`src/rtl/pib_pkg.sv`:
```
// Package: register numbers, page codes and the write-select bundle shared by
// the bridge modules. Assumes a 5-bit management register number.
package pib_pkg;
    localparam int unsigned MGMT_AW = 5;

    localparam logic [MGMT_AW-1:0] REG_MODE = 5'h10;
    localparam logic [MGMT_AW-1:0] REG_WAH  = 5'h11;
    localparam logic [MGMT_AW-1:0] REG_WAL  = 5'h12;
    localparam logic [MGMT_AW-1:0] REG_WDH  = 5'h13;
    localparam logic [MGMT_AW-1:0] REG_WDL  = 5'h14;
    localparam logic [MGMT_AW-1:0] REG_RAH  = 5'h15;
    localparam logic [MGMT_AW-1:0] REG_RAL  = 5'h16;
    localparam logic [MGMT_AW-1:0] REG_RDH  = 5'h17;
    localparam logic [MGMT_AW-1:0] REG_RDL  = 5'h18;
    localparam logic [MGMT_AW-1:0] REG_PAGE = 5'h1F;

    localparam logic [15:0] PAGE_STD    = 16'h0000;
    localparam logic [15:0] PAGE_BRIDGE = 16'h0004;

    // One write enable per writable bridge register.
    typedef struct packed {
        logic mode;
        logic wa_hi;
        logic wa_lo;
        logic wd_hi;
        logic wd_lo;
        logic ra_hi;
        logic ra_lo;
    } pib_wsel_t;
endpackage

```
`src/rtl/pib_decode.sv`:
```
// Write decoder: turns a management write into at most one bridge register
// enable (only while the bridge page is open) plus the page register enable.
// Assumes one management access per cycle.
module pib_decode
    import pib_pkg::*;
#(
    parameter int unsigned AW = MGMT_AW
) (
    input  logic          clk,
    input  logic          rst_n,
    input  logic          wr,
    input  logic [AW-1:0] addr,
    input  logic          page_open,
    output pib_wsel_t     wsel,
    output logic          page_we
);
    // Page register is decoded regardless of the current page.
    assign page_we = wr && (addr == AW'(REG_PAGE));

    // Bridge register enables, gated by the page.
    always_comb begin
        wsel = '0;
        if (wr && page_open) begin
            case (addr)
                AW'(REG_MODE): wsel.mode  = 1'b1;
                AW'(REG_WAH):  wsel.wa_hi = 1'b1;
                AW'(REG_WAL):  wsel.wa_lo = 1'b1;
                AW'(REG_WDH):  wsel.wd_hi = 1'b1;
                AW'(REG_WDL):  wsel.wd_lo = 1'b1;
                AW'(REG_RAH):  wsel.ra_hi = 1'b1;
                AW'(REG_RAL):  wsel.ra_lo = 1'b1;
                default: ;
            endcase
        end
    end

    assert_single_select_R3: assert property (@(posedge clk) disable iff (!rst_n)
        $onehot0(wsel) && !(page_we && (wsel != '0)));
endmodule

```
`src/rtl/pib_wr_chan.sv`:
```
// Write channel: holds mode, write address and upper data half; commits one
// bus write the cycle after the lower data half is written, then advances
// the address by STEP bytes when auto-increment is on.
// Assumes BUS_W == 2*REG_W.
module pib_wr_chan
    import pib_pkg::*;
#(
    parameter int unsigned REG_W = 16,
    parameter int unsigned BUS_W = 32,
    parameter int unsigned STEP  = 4
) (
    input  logic             clk,
    input  logic             rst_n,
    input  pib_wsel_t        wsel,
    input  logic [REG_W-1:0] wdata,
    output logic             incr_mode,
    output logic [BUS_W-1:0] wr_addr,
    output logic [REG_W-1:0] wd_hi,
    output logic             bus_wr,
    output logic [BUS_W-1:0] bus_waddr,
    output logic [BUS_W-1:0] bus_wdata
);
    localparam int unsigned HALF = BUS_W / 2;

    // Mode bit: only the top bit of the written word is kept.
    always_ff @(posedge clk) begin
        if (!rst_n)         incr_mode <= 1'b0;
        else if (wsel.mode) incr_mode <= wdata[REG_W-1];
    end

    // Write address: half loads, or post-commit increment.
    always_ff @(posedge clk) begin
        if (!rst_n)               wr_addr <= '0;
        else if (wsel.wa_hi)      wr_addr[BUS_W-1:HALF] <= wdata;
        else if (wsel.wa_lo)      wr_addr[HALF-1:0] <= wdata;
        else if (wsel.wd_lo && incr_mode) wr_addr <= wr_addr + BUS_W'(STEP);
    end

    // Upper data half staging register.
    always_ff @(posedge clk) begin
        if (!rst_n)          wd_hi <= '0;
        else if (wsel.wd_hi) wd_hi <= wdata;
    end

    // Commit: strobe, address and word for one cycle.
    always_ff @(posedge clk) begin
        if (!rst_n) begin
            bus_wr    <= 1'b0;
            bus_waddr <= '0;
            bus_wdata <= '0;
        end else begin
            bus_wr <= wsel.wd_lo;
            if (wsel.wd_lo) begin
                bus_waddr <= wr_addr;
                bus_wdata <= {wd_hi, wdata};
            end
        end
    end

    assert_incr_step_R8: assert property (@(posedge clk) disable iff (!rst_n)
        (bus_wr && $past(incr_mode)) |-> (wr_addr == bus_waddr + BUS_W'(STEP)));
    assert_fixed_hold_R8: assert property (@(posedge clk) disable iff (!rst_n)
        (bus_wr && !$past(incr_mode)) |-> (wr_addr == bus_waddr));
endmodule

```
`src/rtl/pib_rd_chan.sv`:
```
// Read channel: holds the read address, launches one bus read the cycle
// after the lower address half is written and captures the returned word.
// Assumes read data is valid in the same cycle as the read strobe.
module pib_rd_chan
    import pib_pkg::*;
#(
    parameter int unsigned REG_W = 16,
    parameter int unsigned BUS_W = 32
) (
    input  logic             clk,
    input  logic             rst_n,
    input  pib_wsel_t        wsel,
    input  logic [REG_W-1:0] wdata,
    input  logic [BUS_W-1:0] bus_rdata,
    output logic [BUS_W-1:0] rd_addr,
    output logic [BUS_W-1:0] rd_word,
    output logic             bus_rd
);
    localparam int unsigned HALF = BUS_W / 2;

    // Read address half loads.
    always_ff @(posedge clk) begin
        if (!rst_n)          rd_addr <= '0;
        else if (wsel.ra_hi) rd_addr[BUS_W-1:HALF] <= wdata;
        else if (wsel.ra_lo) rd_addr[HALF-1:0] <= wdata;
    end

    // Launch strobe, one cycle after the lower half write.
    always_ff @(posedge clk) begin
        if (!rst_n) bus_rd <= 1'b0;
        else        bus_rd <= wsel.ra_lo;
    end

    // Capture of the returned word.
    always_ff @(posedge clk) begin
        if (!rst_n)      rd_word <= '0;
        else if (bus_rd) rd_word <= bus_rdata;
    end

    assert_word_held_R10: assert property (@(posedge clk) disable iff (!rst_n)
        !bus_rd |=> $stable(rd_word));
endmodule

```
`src/rtl/paged_reg_bridge.sv`:
```
// Top: page register, readback multiplexer and bus address selection around
// the decoder and the two channels. Assumes one management access per cycle;
// bus write and read addresses share one bus_addr output.
module paged_reg_bridge
    import pib_pkg::*;
#(
    parameter int unsigned REG_W = 16,
    parameter int unsigned BUS_W = 2 * REG_W,
    parameter int unsigned STEP  = 4
) (
    input  logic               clk,
    input  logic               rst_n,
    input  logic               mgmt_wr,
    input  logic               mgmt_rd,
    input  logic [MGMT_AW-1:0] mgmt_addr,
    input  logic [REG_W-1:0]   mgmt_wdata,
    output logic [REG_W-1:0]   mgmt_rdata,
    output logic [BUS_W-1:0]   bus_addr,
    output logic [BUS_W-1:0]   bus_wdata,
    output logic               bus_wr,
    output logic               bus_rd,
    input  logic [BUS_W-1:0]   bus_rdata
);
    localparam int unsigned HALF = BUS_W / 2;

    logic [REG_W-1:0] page_q;
    logic             page_open;
    logic             page_we;
    pib_wsel_t        wsel;
    logic             incr_mode;
    logic [BUS_W-1:0] wr_addr, bus_waddr, rd_addr, rd_word;
    logic [REG_W-1:0] wd_hi;

    // Page register, reachable from every page.
    always_ff @(posedge clk) begin
        if (!rst_n)       page_q <= REG_W'(PAGE_STD);
        else if (page_we) page_q <= mgmt_wdata;
    end

    assign page_open = (page_q == REG_W'(PAGE_BRIDGE));

    pib_decode #(.AW(MGMT_AW)) u_dec (
        .clk(clk), .rst_n(rst_n), .wr(mgmt_wr), .addr(mgmt_addr),
        .page_open(page_open), .wsel(wsel), .page_we(page_we)
    );

    pib_wr_chan #(.REG_W(REG_W), .BUS_W(BUS_W), .STEP(STEP)) u_wr (
        .clk(clk), .rst_n(rst_n), .wsel(wsel), .wdata(mgmt_wdata),
        .incr_mode(incr_mode), .wr_addr(wr_addr), .wd_hi(wd_hi),
        .bus_wr(bus_wr), .bus_waddr(bus_waddr), .bus_wdata(bus_wdata)
    );

    pib_rd_chan #(.REG_W(REG_W), .BUS_W(BUS_W)) u_rd (
        .clk(clk), .rst_n(rst_n), .wsel(wsel), .wdata(mgmt_wdata),
        .bus_rdata(bus_rdata), .rd_addr(rd_addr), .rd_word(rd_word),
        .bus_rd(bus_rd)
    );

    // Shared bus address: write address during a commit, else read address.
    assign bus_addr = bus_wr ? bus_waddr : rd_addr;

    // Readback multiplexer; zero when not reading or not mapped.
    always_comb begin
        mgmt_rdata = '0;
        if (mgmt_rd) begin
            if (mgmt_addr == REG_PAGE) begin
                mgmt_rdata = page_q;
            end else if (page_open) begin
                case (mgmt_addr)
                    REG_MODE: mgmt_rdata = {incr_mode, {(REG_W-1){1'b0}}};
                    REG_WAH:  mgmt_rdata = wr_addr[BUS_W-1:HALF];
                    REG_WAL:  mgmt_rdata = wr_addr[HALF-1:0];
                    REG_WDH:  mgmt_rdata = wd_hi;
                    REG_WDL:  mgmt_rdata = bus_wdata[HALF-1:0];
                    REG_RAH:  mgmt_rdata = rd_addr[BUS_W-1:HALF];
                    REG_RAL:  mgmt_rdata = rd_addr[HALF-1:0];
                    REG_RDH:  mgmt_rdata = rd_word[BUS_W-1:HALF];
                    REG_RDL:  mgmt_rdata = rd_word[HALF-1:0];
                    default:  mgmt_rdata = '0;
                endcase
            end
        end
    end

    assert_strobes_exclusive_R11: assert property (@(posedge clk) disable iff (!rst_n)
        !(bus_wr && bus_rd));
    assert_closed_page_quiet_R3: assert property (@(posedge clk) disable iff (!rst_n)
        (mgmt_wr && !page_open) |=> (!bus_wr && !bus_rd));
endmodule

```
`config.mk`:
```
export PLATFORM = sky130hd
export DESIGN_NAME = paged_reg_bridge
export DESIGN_NICKNAME = d
export VERILOG_FILES = /design/src/rtl/pib_pkg.sv /design/src/rtl/pib_decode.sv /design/src/rtl/pib_wr_chan.sv /design/src/rtl/pib_rd_chan.sv /design/src/rtl/paged_reg_bridge.sv
export SDC_FILE = /design/constraint.sdc
export NUM_CORES = 1
export LEC_CHECK = 0
export ABC_AREA = 1
export ABC_CLOCK_PERIOD_IN_PS = 3000
export BUFFER_PORTS_ARGS = -buffer_cell sky130_fd_sc_hd__buf_2
export CAP_MARGIN = 20
export CORE_UTILIZATION = 40
export DETAILED_ROUTE_END_ITERATION = 8
export HOLD_SLACK_MARGIN = 0.12
export SLEW_MARGIN = 25
export SYNTH_ARGS = -nofsm -noshare
export SYNTH_HDL_FRONTEND = slang
export SYNTH_HIERARCHICAL = 1
export SYNTH_SLANG_ARGS = --single-unit
```
`constraint.sdc`:
```
create_clock -name clk -period 3 [get_ports clk]
set_input_delay 0 -clock clk [delete_from_list [all_inputs] [get_ports clk]]
set_output_delay 0 -clock clk [all_outputs]
set_load 0.005 [all_outputs]
```
==> run metrics <==
Worst Path Arrival=3190 ps; clock skew=10.25 ps; vias in the first global route=9,528; clock transition at the registers of the reported paths=80 ps; final instance area=11,940 um2; Worst EP required=3390 ps; worst path cell trace=nor2_1, nand2_1, nor4_1, nand3_1, nor2_4, buf_12, o21ai_0, a21oi_1, dlygate4sd3_1; Cell variety after synth=36; initial antenna violation count=0; Port Buffers=138; Worst Tran Pin Value=1009 ps; Clock Latency Late Sink=440 ps; Cell Pwr Density=440.1 nW/um2; Routed Wire Length=36,690 um; drt via density=5.357; syn avg cell area=6.708 um2; Max clock buf depth=2; slowest cell delay on critical path=560 ps; Tmin final=2797 ps; dpl cell area=10,820 um2; Final Util=48.96%; relative slew slack=32.67%; die area=25,520 um2; Critical Path Stages=9; maximum clock rate=0.3575 GHz; CTS tree=done; max_cap viols=0; Warnings, synthesis=6; WS Path Type=reg2reg; initial detailed-routing violation count=1,203; Initial Util=40.81%; Hold Fails Final Rpt=0; Setup-failing EPs final=0; clk sinks=195; Fin Hold WS=178.2 ps; flops & latches, synth=195; Layout Nets=1,684; CP delay by family, top=simple AND/OR/NAND/NOR gates; post-CTS sizing=0; gate count of the mapped netlist=1,484; root buffer cell=clkbuf_16; outcome=finished clean; worst min path class=in2reg; share of cells above drive strength 1=16.84%; r2r worst-path depth=9; gr usage total=28.16%; setup_tns=0 ps; Post-CTS Setup Inserts=0; Synth Cell Area=9955 um2; DRT Pass-1 Iters=8; H-Tree Depth=4; Antenna Cells=0; crit end category=flip-flop; Detail Route Antenna Nets=0; Vias=10,515; cts hold-fix bufs=51; post-detail-place hpwl=25,370 um; GRT overflow=0; Leak Pwr=0.005286 uW; Layout area overhead=19.96%; first-pass GRT wire length=55,220 um; routability cong.=0.9378; largest net degree at the start of global routing=128; Remaining DRCs=0; Core Area=24,390 um2; chip width=159.8 um; Mapped Nets=1,542; hold path cells=5; sequential area share after synthesis=39.22%; final worst-path cycle share=93.24%; worst vdd ir=0.0003206 V; Slowest cell on crit path=dlygate4sd3_1; Die H=159.8 um; # rows=57; Slew Viols, Final=0; TritonCTS buffer count=17; IO Pins=139; CP max FO=100; RSZ-0062 raised after global routing=no; Setup crit start kind=flip-flop; CP Buf/Inv Count=2; WL/cell=18.69 um
-- state kept, by name, summed over array words and instances (netlist names) --
name	flops
u_rd/rd_addr	32
u_wr/bus_wdata	32
u_rd/rd_word	32
u_wr/wd_hi	16
u_wr/incr_mode	1
u_wr/bus_waddr	32
u_wr/wr_addr	32
page_q	16
u_rd/bus_rd	1
u_wr/bus_wr	1
-- cells by family after synthesis --
logic type	share of synthesized area (%)
buffers and inverters	8.560
and+or+nand+nor	32.88
muxes	1.810
AOI/OAI and AO/OA	17.41
adders and majority gates	0.1257
DFF	39.22
-- layout by cell type (no fill, tap or decap), types with 12 or more instances in the layout --
cell type and instances:
a21oi_1 109, inv_2 12, nand3_1 118, nand2_1 281, nand4_1 21, a22oi_1 16
dfxtp_1 195, nor2_2 26, buf_2 137, nor2_4 15, buf_4 18, o21ai_1 45
o21ai_0 147, clkbuf_16 17, mux2_2 16, inv_1 92, dlygate4sd3_1 51, nor2_1 266
-- stage by stage --
step	setup WS [ps]	cells	total power [uW]
2_1_floorplan	948.4	1484	2769
3_3_place_gp	504.8	1880	2901
3_5_place_dp	458.2	1880	2901
4_1_cts	240.2	1963	5288
5_1_grt	13.73	1963	5411
6_report	202.9	1963	5255
-- worst register-to-register path, delay by kind of cell, from the launching register on --
| family | cells | cell delay, ps |
|---|---|---|
| DFF | 1 | 320 |
| buffers and inverters | 2 | 930 |
| AOI/OAI and AO/OA | 2 | 320 |
| and+or+nand+nor | 5 | 1190 |
-- layer usage --
metal  GRT usage (%)  up-vias  share of wire, %
li1                -     5155                 -
met2           41.96      476                43
met5               0        -                 0
met4           9.266        0               2.6
met3           5.039       41               8.4
met1           40.73     4843                46
-- worst paths after layout --
path                                                    start                         endpoint  slack (ps)
worst min-delay path                             mgmt_addr[1]      u_wr/incr_mode$_SDFFE_PN0P_         180
worst max register to register         page_q[5]$_SDFFE_PN0P_  u_wr/bus_wdata[13]$_SDFFE_PN0P_         200
worst max-delay path                   page_q[5]$_SDFFE_PN0P_  u_wr/bus_wdata[13]$_SDFFE_PN0P_         200
worst min register to register  u_rd/rd_addr[12]$_SDFFE_PN0P_    u_rd/rd_addr[12]$_SDFFE_PN0P_         490
-- cells in the mapped netlist, drive strengths merged --
| cell | count | share of area [%] |
|---|---|---|
| nand2 | 289 | 11 |
| nor2 | 310 | 14 |
| o21ai | 192 | 9.7 |
| and2 | 2 | 0.13 |
| o22ai | 4 | 0.25 |
| ha | 1 | 0.13 |
| clkinv | 2 | 0.075 |
| inv | 107 | 4.1 |
| nand3 | 118 | 5.9 |
| buf | 52 | 3.1 |
| mux2 | 16 | 1.8 |
| nand4 | 21 | 1.3 |
| nor3 | 6 | 0.40 |
| o211ai | 4 | 0.30 |
| dfxtp | 195 | 39 |
| clkbuf | 34 | 1.3 |
| a311oi | 2 | 0.18 |
| nor4 | 1 | 0.063 |
| a31oi | 3 | 0.34 |
| a22oi | 16 | 1.2 |
| a21oi | 109 | 5.5 |
-- where the power goes --
part / total [uW] / leakage [uW] / internal, uW / switching (uW)
clock: 2360 / 0.000297 / 1140 / 1220
combinational: 307 / 0.00342 / 103 / 204
sequential: 2590 / 0.00157 / 2590 / 2.48
total: 5260 / 0.00529 / 3830 / 1420
-- cell type report --
type                            instances  area, um2
Clock buffer                           17      425.4
Clock inverter                         15      182.7
Fill cell                            2520      12450
Inverter                              109      416.7
Multi-Input combinational cell       1094       5216
Sequential cell                       195       3904
Tap cell                              324      405.4
Timing Repair Buffer                  209       1391
Power figures use the tool's default switching activity.
